## config.mk

```make
export PLATFORM = sky130hd
export DESIGN_NAME = mdio_mailbox_bridge
export DESIGN_NICKNAME = d
export VERILOG_FILES = /design/src/rtl/mdio_mbx_pkg.sv /design/src/rtl/mdc_clock_gen.sv /design/src/rtl/mdio_c45_master.sv /design/src/rtl/mdio_mbx_regs.sv /design/src/rtl/mdio_mailbox_bridge.sv
export SDC_FILE = /design/constraint.sdc
export NUM_CORES = 1
export LEC_CHECK = 0
export ABC_CLOCK_PERIOD_IN_PS = 5600
export BUFFER_PORTS_ARGS = -buffer_cell sky130_fd_sc_hd__buf_2
export CORE_UTILIZATION = 60
export CTS_BUF_LIST = sky130_fd_sc_hd__clkbuf_2
export CTS_CLUSTER_SIZE = 10
export DETAILED_ROUTE_END_ITERATION = 6
export PLACE_DENSITY = 0.75
export SLEW_MARGIN = 20
export SYNTH_ARGS = -nofsm -noshare
export SYNTH_HDL_FRONTEND = slang
export SYNTH_SLANG_ARGS = --single-unit
```

## constraint.sdc

```tcl
create_clock -name clk_i -period 5.6 [get_ports clk_i]
set_clock_uncertainty 0.05 [all_clocks]
set_input_delay 1.68 -clock clk_i [delete_from_list [all_inputs] [get_ports clk_i]]
set_output_delay 1.68 -clock clk_i [all_outputs]
set_load 0.01 [all_outputs]
```

## src/rtl/mdio_mbx_pkg.sv

```systemverilog
package mdio_mbx_pkg;
  localparam int unsigned AW = 8;
  localparam int unsigned DW = 8;
  localparam int unsigned FRAME_BITS = 64;
  localparam int unsigned IDX_W = $clog2(FRAME_BITS);
  localparam int unsigned PW_BYTES = 4;

  localparam logic [6:0]    MBX_I2C_ADDR = 7'h51;
  localparam logic [AW-1:0] OFS_PW0  = 8'h7B;
  localparam logic [AW-1:0] OFS_PAGE = 8'h7F;
  localparam logic [AW-1:0] OFS_CMD  = 8'h80;
  localparam logic [AW-1:0] OFS_DEV  = 8'h81;
  localparam logic [AW-1:0] OFS_REGH = 8'h82;
  localparam logic [AW-1:0] OFS_REGL = 8'h83;
  localparam logic [AW-1:0] OFS_VALH = 8'h84;
  localparam logic [AW-1:0] OFS_VALL = 8'h85;

  localparam logic [DW-1:0] MBX_PAGE = 8'h03;
  localparam logic [DW-1:0] CMD_WR   = 8'h01;
  localparam logic [DW-1:0] CMD_RD   = 8'h02;
  localparam logic [DW-1:0] CMD_DONE = 8'h04;

  localparam logic [31:0] PREAMBLE = 32'hFFFF_FFFF;
  localparam logic [1:0]  ST_C45   = 2'b00;
  localparam logic [1:0]  OP_ADDR  = 2'b00;
  localparam logic [1:0]  OP_WRITE = 2'b01;
  localparam logic [1:0]  OP_READ  = 2'b11;
  localparam logic [1:0]  TA_DRV   = 2'b10;
  // first bit index of the released read window (TA + data)
  localparam logic [IDX_W-1:0] RD_REL_IDX  = IDX_W'(46);
  localparam logic [IDX_W-1:0] RD_DATA_IDX = IDX_W'(48);
endpackage

```

## src/rtl/mdc_clock_gen.sv

```systemverilog
module mdc_clock_gen #(
  parameter int unsigned HALF = 4
) (
  input  logic clk_i,
  input  logic rst_ni,
  input  logic run_i,
  output logic mdc_o,
  output logic rise_o,
  output logic fall_o
);
  localparam int unsigned CW = (HALF > 1) ? $clog2(HALF) : 1;
  localparam logic [CW-1:0] LAST = CW'(HALF - 1);

  logic [CW-1:0] cnt_q;
  logic          mdc_q;
  logic          tick;

  assign tick   = run_i && (cnt_q == LAST);
  assign rise_o = tick && !mdc_q;
  assign fall_o = tick && mdc_q;
  assign mdc_o  = mdc_q;

  always_ff @(posedge clk_i or negedge rst_ni) begin
    if (!rst_ni) begin
      cnt_q <= '0;
      mdc_q <= 1'b0;
    end else if (!run_i) begin
      cnt_q <= '0;
      mdc_q <= 1'b0;
    end else if (tick) begin
      cnt_q <= '0;
      mdc_q <= ~mdc_q;
    end else begin
      cnt_q <= cnt_q + CW'(1);
    end
  end
endmodule

```

## src/rtl/mdio_c45_master.sv

```systemverilog
module mdio_c45_master
  import mdio_mbx_pkg::*;
#(
  parameter logic [4:0] PRTAD = 5'h00
) (
  input  logic        clk_i,
  input  logic        rst_ni,
  input  logic        start_i,
  input  logic        is_read_i,
  input  logic [4:0]  dev_i,
  input  logic [15:0] reg_i,
  input  logic [15:0] wval_i,
  input  logic        rise_i,
  input  logic        fall_i,
  input  logic        mdio_i,
  output logic        busy_o,
  output logic        done_o,
  output logic [15:0] rval_o,
  output logic        mdio_o,
  output logic        mdio_oe_o
);
  logic [FRAME_BITS-1:0] shreg_q;
  logic [IDX_W-1:0]      idx_q;
  logic                  busy_q, second_q, rd_q;
  logic [4:0]            dev_q;
  logic [15:0]           wval_q, rdat_q;
  logic                  last_bit;

  assign last_bit  = fall_i && (idx_q == IDX_W'(FRAME_BITS - 1));
  assign done_o    = busy_q && second_q && last_bit;
  assign busy_o    = busy_q;
  assign rval_o    = rdat_q;
  assign mdio_o    = busy_q ? shreg_q[FRAME_BITS-1] : 1'b1;
  assign mdio_oe_o = busy_q && !(second_q && rd_q && idx_q >= RD_REL_IDX);

  always_ff @(posedge clk_i or negedge rst_ni) begin
    if (!rst_ni) begin
      shreg_q  <= '1;
      idx_q    <= '0;
      busy_q   <= 1'b0;
      second_q <= 1'b0;
      rd_q     <= 1'b0;
      dev_q    <= '0;
      wval_q   <= '0;
      rdat_q   <= '0;
    end else if (start_i && !busy_q) begin
      busy_q   <= 1'b1;
      second_q <= 1'b0;
      rd_q     <= is_read_i;
      idx_q    <= '0;
      dev_q    <= dev_i;
      wval_q   <= wval_i;
      shreg_q  <= {PREAMBLE, ST_C45, OP_ADDR, PRTAD, dev_i, TA_DRV, reg_i};
    end else if (busy_q) begin
      if (rise_i && second_q && rd_q && idx_q >= RD_DATA_IDX)
        rdat_q <= {rdat_q[14:0], mdio_i};
      if (fall_i) begin
        if (last_bit) begin
          idx_q <= '0;
          if (second_q) begin
            busy_q <= 1'b0;
          end else begin
            second_q <= 1'b1;
            shreg_q  <= rd_q ? {PREAMBLE, ST_C45, OP_READ, PRTAD, dev_q, 2'b11, 16'hFFFF}
                             : {PREAMBLE, ST_C45, OP_WRITE, PRTAD, dev_q, TA_DRV, wval_q};
          end
        end else begin
          idx_q   <= idx_q + IDX_W'(1);
          shreg_q <= {shreg_q[FRAME_BITS-2:0], 1'b1};
        end
      end
    end
  end
endmodule

```

## src/rtl/mdio_mbx_regs.sv

```systemverilog
module mdio_mbx_regs
  import mdio_mbx_pkg::*;
(
  input  logic          clk_i,
  input  logic          rst_ni,
  input  logic [6:0]    i2c_dev_i,
  input  logic [AW-1:0] reg_addr_i,
  input  logic [DW-1:0] reg_wdata_i,
  input  logic          reg_we_i,
  input  logic          reg_re_i,
  output logic [DW-1:0] reg_rdata_o,
  input  logic          done_i,
  input  logic [15:0]   rval_i,
  output logic          start_o,
  output logic          is_read_o,
  output logic [4:0]    dev_o,
  output logic [15:0]   reg_o,
  output logic [15:0]   wval_o
);
  logic [DW-1:0]               page_q, cmd_q, rdata_q, rd_mux;
  logic [PW_BYTES-1:0][DW-1:0] pw_q;
  logic [4:0]                  dev_q;
  logic [15:0]                 reg_q, val_q;
  logic                        hit, unlocked, mbx_we;

  assign hit       = (i2c_dev_i == MBX_I2C_ADDR);
  assign unlocked  = (page_q == MBX_PAGE) && (&pw_q);
  assign mbx_we    = reg_we_i && hit && unlocked;
  assign start_o   = mbx_we && (reg_addr_i == OFS_CMD) && (cmd_q == CMD_DONE) &&
                     ((reg_wdata_i == CMD_WR) || (reg_wdata_i == CMD_RD));
  assign is_read_o = (reg_wdata_i == CMD_RD);
  assign dev_o     = dev_q;
  assign reg_o     = reg_q;
  assign wval_o    = val_q;
  assign reg_rdata_o = rdata_q;

  always_comb begin
    rd_mux = 8'hFF;
    if (hit) begin
      if (reg_addr_i == OFS_PAGE) begin
        rd_mux = page_q;
      end else if (unlocked) begin
        case (reg_addr_i)
          OFS_CMD:  rd_mux = cmd_q;
          OFS_DEV:  rd_mux = {3'b000, dev_q};
          OFS_REGH: rd_mux = reg_q[15:8];
          OFS_REGL: rd_mux = reg_q[7:0];
          OFS_VALH: rd_mux = val_q[15:8];
          OFS_VALL: rd_mux = val_q[7:0];
          default:  rd_mux = 8'hFF;
        endcase
      end
    end
  end

  always_ff @(posedge clk_i or negedge rst_ni) begin
    if (!rst_ni) begin
      page_q  <= '0;
      pw_q    <= '0;
      cmd_q   <= CMD_DONE;
      dev_q   <= '0;
      reg_q   <= '0;
      val_q   <= '0;
      rdata_q <= 8'hFF;
    end else begin
      if (reg_re_i) rdata_q <= rd_mux;
      if (reg_we_i && hit) begin
        if (reg_addr_i == OFS_PAGE) page_q <= reg_wdata_i;
        for (int i = 0; i < PW_BYTES; i++)
          if (reg_addr_i == OFS_PW0 + AW'(i)) pw_q[i] <= reg_wdata_i;
      end
      if (mbx_we) begin
        case (reg_addr_i)
          OFS_DEV:  dev_q        <= reg_wdata_i[4:0];
          OFS_REGH: reg_q[15:8]  <= reg_wdata_i;
          OFS_REGL: reg_q[7:0]   <= reg_wdata_i;
          OFS_VALH: val_q[15:8]  <= reg_wdata_i;
          OFS_VALL: val_q[7:0]   <= reg_wdata_i;
          default: ;
        endcase
      end
      if (start_o) cmd_q <= reg_wdata_i;
      // completion overrides a same-cycle host write to the value bytes
      if (done_i) begin
        cmd_q <= CMD_DONE;
        if (cmd_q == CMD_RD) val_q <= rval_i;
      end
    end
  end
endmodule

```

## src/rtl/mdio_mailbox_bridge.sv

```systemverilog
module mdio_mailbox_bridge
  import mdio_mbx_pkg::*;
#(
  parameter int unsigned MDC_HALF = 4,
  parameter logic [4:0]  PRTAD    = 5'h00
) (
  input  logic          clk_i,
  input  logic          rst_ni,
  input  logic [6:0]    i2c_dev_i,
  input  logic [AW-1:0] reg_addr_i,
  input  logic [DW-1:0] reg_wdata_i,
  input  logic          reg_we_i,
  input  logic          reg_re_i,
  output logic [DW-1:0] reg_rdata_o,
  output logic          mdc_o,
  output logic          mdio_o,
  output logic          mdio_oe_o,
  input  logic          mdio_i
);
  logic        start, is_read, busy, done, rise, fall;
  logic [4:0]  dev;
  logic [15:0] regad, wval, rval;

  mdio_mbx_regs u_regs (
    .clk_i, .rst_ni, .i2c_dev_i, .reg_addr_i, .reg_wdata_i, .reg_we_i, .reg_re_i,
    .reg_rdata_o,
    .done_i(done), .rval_i(rval), .start_o(start), .is_read_o(is_read),
    .dev_o(dev), .reg_o(regad), .wval_o(wval)
  );

  mdc_clock_gen #(.HALF(MDC_HALF)) u_mdc (
    .clk_i, .rst_ni, .run_i(busy), .mdc_o, .rise_o(rise), .fall_o(fall)
  );

  mdio_c45_master #(.PRTAD(PRTAD)) u_master (
    .clk_i, .rst_ni, .start_i(start), .is_read_i(is_read), .dev_i(dev),
    .reg_i(regad), .wval_i(wval), .rise_i(rise), .fall_i(fall), .mdio_i,
    .busy_o(busy), .done_o(done), .rval_o(rval), .mdio_o, .mdio_oe_o
  );
endmodule

```

; Yosys cells after proc, flatten, opt, wreduce, memory -nomap -nowiden
; Index checks and enable logic that the tools add are counted.
[word_totals]
ramBits = 0
in_bits = 28
romBits = 0
elab_cells = 123
n_memories = 0
regBits = 206
latch_bits = 0
[classes]
order_cmp = 2
n_addsub = 2
n_mul = 0
n_reduce_logical = 40
n_bitwise = 2
mux = 35
eq_ne = 21
div_mod_pow = 0
shift = 0
[op_table]
columns = cell, count
row1 = $mux W64, 5
row2 = $mux W8, 7
row3 = $eq A8 B8 Y1 const B, 6
row4 = $mux W16, 3
row5 = $pmux W8 S6, 1
row6 = $eq A8 B7 Y1 const B, 5
row7 = $reduce_and A32 Y1, 1
row8 = $mux W30, 1
row9 = $eq A8 B2 Y1 const B, 3
row10 = $mux W6, 4
row11 = $logic_and A1 B1 Y1, 19
row12 = $reduce_and A2 Y1, 9
row13 = $ge A6 B6 Y1 const B, 2
row14 = $mux W1, 12
row15 = $reduce_and A3 Y1, 3
row16 = $eq A8 B1 Y1 const B, 1
row17 = $eq A8 B3 Y1 const B, 1
row18 = $reduce_bool A2 Y1, 4
row19 = $eq A7 B7 Y1 const B, 1
row20 = $add A6 B1 Y6 const B, 1
row21 = $eq A6 B6 Y1 const B, 1
row22 = $mux W2, 2
row23 = $logic_not A1 Y1, 3
row24 = $ne A3 B3 Y1 const B, 1
row25 = other kinds (5), 6

; Logic depth before layout (Yosys ltp)
[depth]
word_depth = 9
mapped_depth = 9
mapped_depth_nobuf = 6

; Modules after synthesis
; Synthesis repeated with hierarchy kept, for this count alone.
[unflattened]
hier_cells = 796
area_unflattened_um2 = 9367.7
[modules_own_cells]
columns = module, area_each_um2, seq_area_each_um2, instances, cells_per_inst
row1 = mdio_c45_master, 4732.0, 2832.7, 1, 401
row2 = mdio_mbx_regs, 4500.6, 2338.5, 1, 384
row3 = mdc_clock_gen, 135.1, 75.1, 1, 11

; Least setup slack after synthesis
; No wires, ideal clock.
[synth_timing]
kind = input to register
start = input port i2c_dev_i[5]
end = register u_master.rd_q
n_path_buf = 2
cell_stages = 7
arrival_ns = 3.763
setup_ns = 0.125
path_slack_ns = 1.662
cell_sequence = or4b_1 > clkbuf_1 > nor3_2 > nand4_4 > nor3_4 > buf_2 > mux2_2
[synth_via]
elab_chain_cells = 7
[synth_rtl]
columns = element, line_no
row1 = "start, declared", mdio_mailbox_bridge.sv:9  ; input logic [6:0] i2c_dev_i,
row2 = $eq A7 B7 Y1, mdio_mbx_regs.sv:26  ; assign hit = (i2c_dev_i == MBX_I2C_ADDR);
row3 = $logic_and A1 B1 Y1 (2 in series), mdio_mbx_regs.sv:28  ; assign mbx_we = reg_we_i && hit && unlocked;
row4 = $logic_and A1 B1 Y1 (3 in series), mdio_mbx_regs.sv:29  ; assign start_o = mbx_we && (reg_addr_i == OFS_CMD) && (cmd_q == CMD_DONE) &&
row5 = $logic_and A1 B1 Y1, mdio_c45_master.sv:46  ; end else if (start_i && !busy_q) begin
row6 = "end signal, assigned", mdio_c45_master.sv:49  ; rd_q <= is_read_i;
row7 = "end, declared", mdio_c45_master.sv:24  ; logic busy_q, second_q, rd_q;
; Every way passes these cells.
; A chain may end at the register's enable or synchronous reset.

; Worst setup path in the final report
[layout_timing]
start = register u_master.busy_q, in the netlist u_master.busy_o
end = output port mdio_oe_o
[layout_via]
elab_chain_cells = 1
[layout_rtl]
columns = element, line_no
row1 = "start, declared", mdio_c45_master.sv:24
row2 = "start signal, assigned", mdio_c45_master.sv:40  ; busy_q <= 1'b0;
row3 = "start signal, assigned", mdio_c45_master.sv:47  ; busy_q <= 1'b1;
row4 = "start signal, assigned", mdio_c45_master.sv:61  ; busy_q <= 1'b0;
row5 = $logic_and A1 B1 Y1, mdio_c45_master.sv:34  ; assign mdio_oe_o = busy_q && !(second_q && rd_q && idx_q >= RD_REL_IDX);
row6 = "end, declared", mdio_mailbox_bridge.sv:17  ; output logic mdio_oe_o,
; Every way passes these cells.

==> impl_metrics.env <==
export IMPL_drive_gt1_frac=0.384
export IMPL_grt_first_pass_wirelength_mm=36.4
export IMPL_cts_max_level=2
export IMPL_num_rows=45
export IMPL_clockBufferDepth=3
export IMPL_ys_async_sr_fraction=1.00
export IMPL_worstPathRequired_ps=3870
export IMPL_r2r_cells=5
export IMPL_drc_errors=0
export IMPL_cts_setup_buffers=0
export IMPL_crit_family="flip-flops"
export IMPL_cts_root_buf="clkbuf_2"
export IMPL_dr_pass1_iters=5
export IMPL_seq_area_frac_synth=0.557
export IMPL_hold_class="flop to flop"
export IMPL_ios=39
export IMPL_crit_chain="inv_1 > a41oi_1 > buf_2"
export IMPL_core_mm2=0.0153
export IMPL_slew_headroom=0.255
export IMPL_crit_path_start_kind="flop"
export IMPL_synth_top_cell_area_share=0.353
export IMPL_worst_path_max_delay_cell="dfrtp_1"
export IMPL_synth_ff_type="dfrtp_1"
export IMPL_diodes=0
export IMPL_arrival_ps=2270
export IMPL_placed_cells=973
export IMPL_clock_latency_ps=840
export IMPL_synth_seq_cells=206
export IMPL_yosysTopAreaCell="dfrtp_1"
export IMPL_vias=6657
export IMPL_hold_end="u_mdc.cnt_q[0]"
export IMPL_tightest_slew_ps=1120
export IMPL_dieArea_mm2=0.0162
export IMPL_finalSetupViolations=0
export IMPL_reg2reg_to="u_master.shreg_q[10]"
export IMPL_die_y_um=127
export IMPL_power_leakage_uw=0.00478
export IMPL_synth_area_leaders="dfrtp_1 35%, dfstp_2 20%, mux2_2 12%, o22a_1 3.1%, mux2_4 2.2%"
export IMPL_setup_worst_path_class="flop to output pin"
export IMPL_die_x_um=127
export IMPL_hold_depth=1
export IMPL_port_buffers=38
export IMPL_path_clk_slew_ps=120
export IMPL_rsz0062_at_grt="false"
export IMPL_run_status="finished, final reports clean"
export IMPL_max_freq_mhz=250
export IMPL_area_growth_synth_to_final_pct=8.74
export IMPL_worst_path_stages=3
export IMPL_fin_nets=846
export IMPL_synth_cell_types=61
export IMPL_grt_pass1_vias=6934
export IMPL_fin_crit_sh=0.715
export IMPL_cap_viol_max_count=0
export IMPL_netlist_instances=765
export IMPL_finalMaxSlewViolations=0
export IMPL_register_area_mm2=0.00525
export IMPL_cts_tree="built"
export IMPL_fin_cells=1070
export IMPL_yosysWarningCount=0
export IMPL_gr_total_overflow=0
export IMPL_cp_end_kind="output pin"
export IMPL_start_util=0.618
export IMPL_power_density_mw_per_mm2=252
export IMPL_setup_tns_ps=0
export IMPL_nFillCells=1185
export IMPL_finalWeightedCongestion=0.900
export IMPL_cts_sinks=206
export IMPL_track_usage=0.289
export IMPL_crit_buf_inv=2
export IMPL_cts_hold_buffers=0
export IMPL_grt_start_max_net_pins=113
export IMPL_crit_path_max_incr_delay_ps=700
export IMPL_synthesis_nets=795
export IMPL_antenna_found_initial=0
export IMPL_yosysMostFrequentCell="dfrtp_1"
export IMPL_multi_input_area_mm2=0.00397
export IMPL_r2r_start="u_regs.page_q[5]"
export IMPL_worstHoldStart="u_mdc.cnt_q[0]"
export IMPL_cts_resized=0
export IMPL_vias_per_cell=6.22
export IMPL_first_iter_violations=492
export IMPL_syn_cell_area_mm2=0.00942
export IMPL_routed_wl_mm=21.8
export IMPL_period_minus_slack_ps=4000
export IMPL_rrSetupSlack_ps=2450
export IMPL_cts_buffers=52
export IMPL_finalHoldViolations=0
export IMPL_synth_edff_count=0
export IMPL_ys_top_cells_by_count="133 x dfrtp_1, 100 x mux2_2, 73 x dfstp_2, 48 x nand2_1, 36 x clkbuf_1"
export IMPL_syn_avg_cell_area_um2=12.3
export IMPL_hpwl_mm=14.7
export IMPL_ir_worst_vdd_mv=0.169
export IMPL_wire_per_inst_um=20.3
export IMPL_ant_nets=0
export IMPL_crit_fanout=15
==> routing by layer <==
metal	routed length, um	vias up	track usage	part of all wire
met1	9370	3388	0.382	0.43
met2	10400	214	0.451	0.48
met5	0	-	0	0
li1	-	2993	-	-
met4	859	0	0.152	0.039
met3	1180	62	0.0620	0.054
==> logic make-up (layout without fill, tap and decap cells) <==
kind of cell | count (synthesis) | count (layout) | synth area share
AO/OA/AOI/OAI | 141 | 141 | 0.115
XOR/XNOR | 3 | 3 | 0.00279
adder cells (fa/ha/maj) | 2 | 2 | 0.00266
buffers and inverters | 55 | 149 | 0.0239
flip-flops | 206 | 206 | 0.557
multiplexers | 124 | 124 | 0.155
AND/OR/NAND/NOR | 234 | 234 | 0.144
==> registers in the layout, summed over array words and instances, names as in the netlist <==
signal and count:
u_master.busy_o 1, u_master.dev_q 5, u_master.idx_q 6, u_master.rd_q 1
u_master.rval_o 16, u_master.second_q 1, u_master.shreg_q 64, u_master.wval_q 16
u_mdc.cnt_q 2, u_mdc.mdc_o 1, u_regs.cmd_q 8, u_regs.dev_o 5
u_regs.page_q 8, u_regs.pw_q 32, u_regs.reg_o 16, u_regs.reg_rdata_o 8
u_regs.wval_o 16
==> worst register-to-register path, stage by stage (launching register included) <==
cell and delay [ps]:
dfrtp_1 410, or4b_4 560, nor4_4 460, nand4_4 280, or3_1 840, mux2_4 480
==> where the power goes <==
group	switching, uW	internal (uW)
Clock	589	425
Sequential	0.132	1490
Combinational	62.4	18.8
Total	651	1930
==> metrics by stage <==
stage               setup WS, ps   util  instance area, um2  power (uW)  hold slack (ps)
global route                1370  0.672               10200        2700              442
detailed placement          1130  0.639                9750        1600              416
global placement            1200  0.639                9750        1600              379
finish                      1600  0.672               10200        2580              429
floorplan                   1660      -                9420        1540              365
CTS                         1530  0.671               10200        2610              438
==> final cells by class <==
class,count,share of cell area
Clock buffer,80,0.0391
Clock inverter,17,0.00891
Inverter,10,0.00366
Multi-Input combinational cell,504,0.387
Sequential cell,206,0.512
Tap cell,211,0.0258
Timing Repair Buffer,42,0.0236
==> layout by cell type (no fill, tap or decap), types with 3 or more instances in the layout <==
master / instances
and3_1: 19
nor2_1: 33
a21oi_1: 17
and4_1: 3
mux2_2: 100
a22oi_1: 4
clkinv_1: 15
a221o_1: 16
o22ai_1: 13
o21ai_0: 9
a211o_1: 5
buf_2: 37
mux2_4: 14
nand3_1: 9
buf_4: 3
nor3_1: 27
nand2_1: 47
nor2b_1: 4
o22a_1: 33
nand4_1: 13
nand4b_1: 9
a21o_1: 7
inv_1: 10
dfstp_2: 73
clkbuf_2: 80
nor4_1: 10
a22o_1: 8
mux2i_1: 8
and2_1: 15
dfrtp_1: 133
o31ai_1: 15
nand2b_1: 20
o221ai_1: 3
==> worst max path at each step <==
stage,to,start
2_1_floorplan,u_master.rd_q,i2c_dev_i[5]
3_5_place_dp,u_master.shreg_q[3],i2c_dev_i[5]
3_3_place_gp,u_master.shreg_q[7],reg_addr_i[5]
4_1_cts,mdio_oe_o,u_master.busy_o
5_1_grt,mdio_oe_o,u_master.busy_o
6_report,mdio_oe_o,u_master.busy_o
Power figures use the tool's default switching activity.
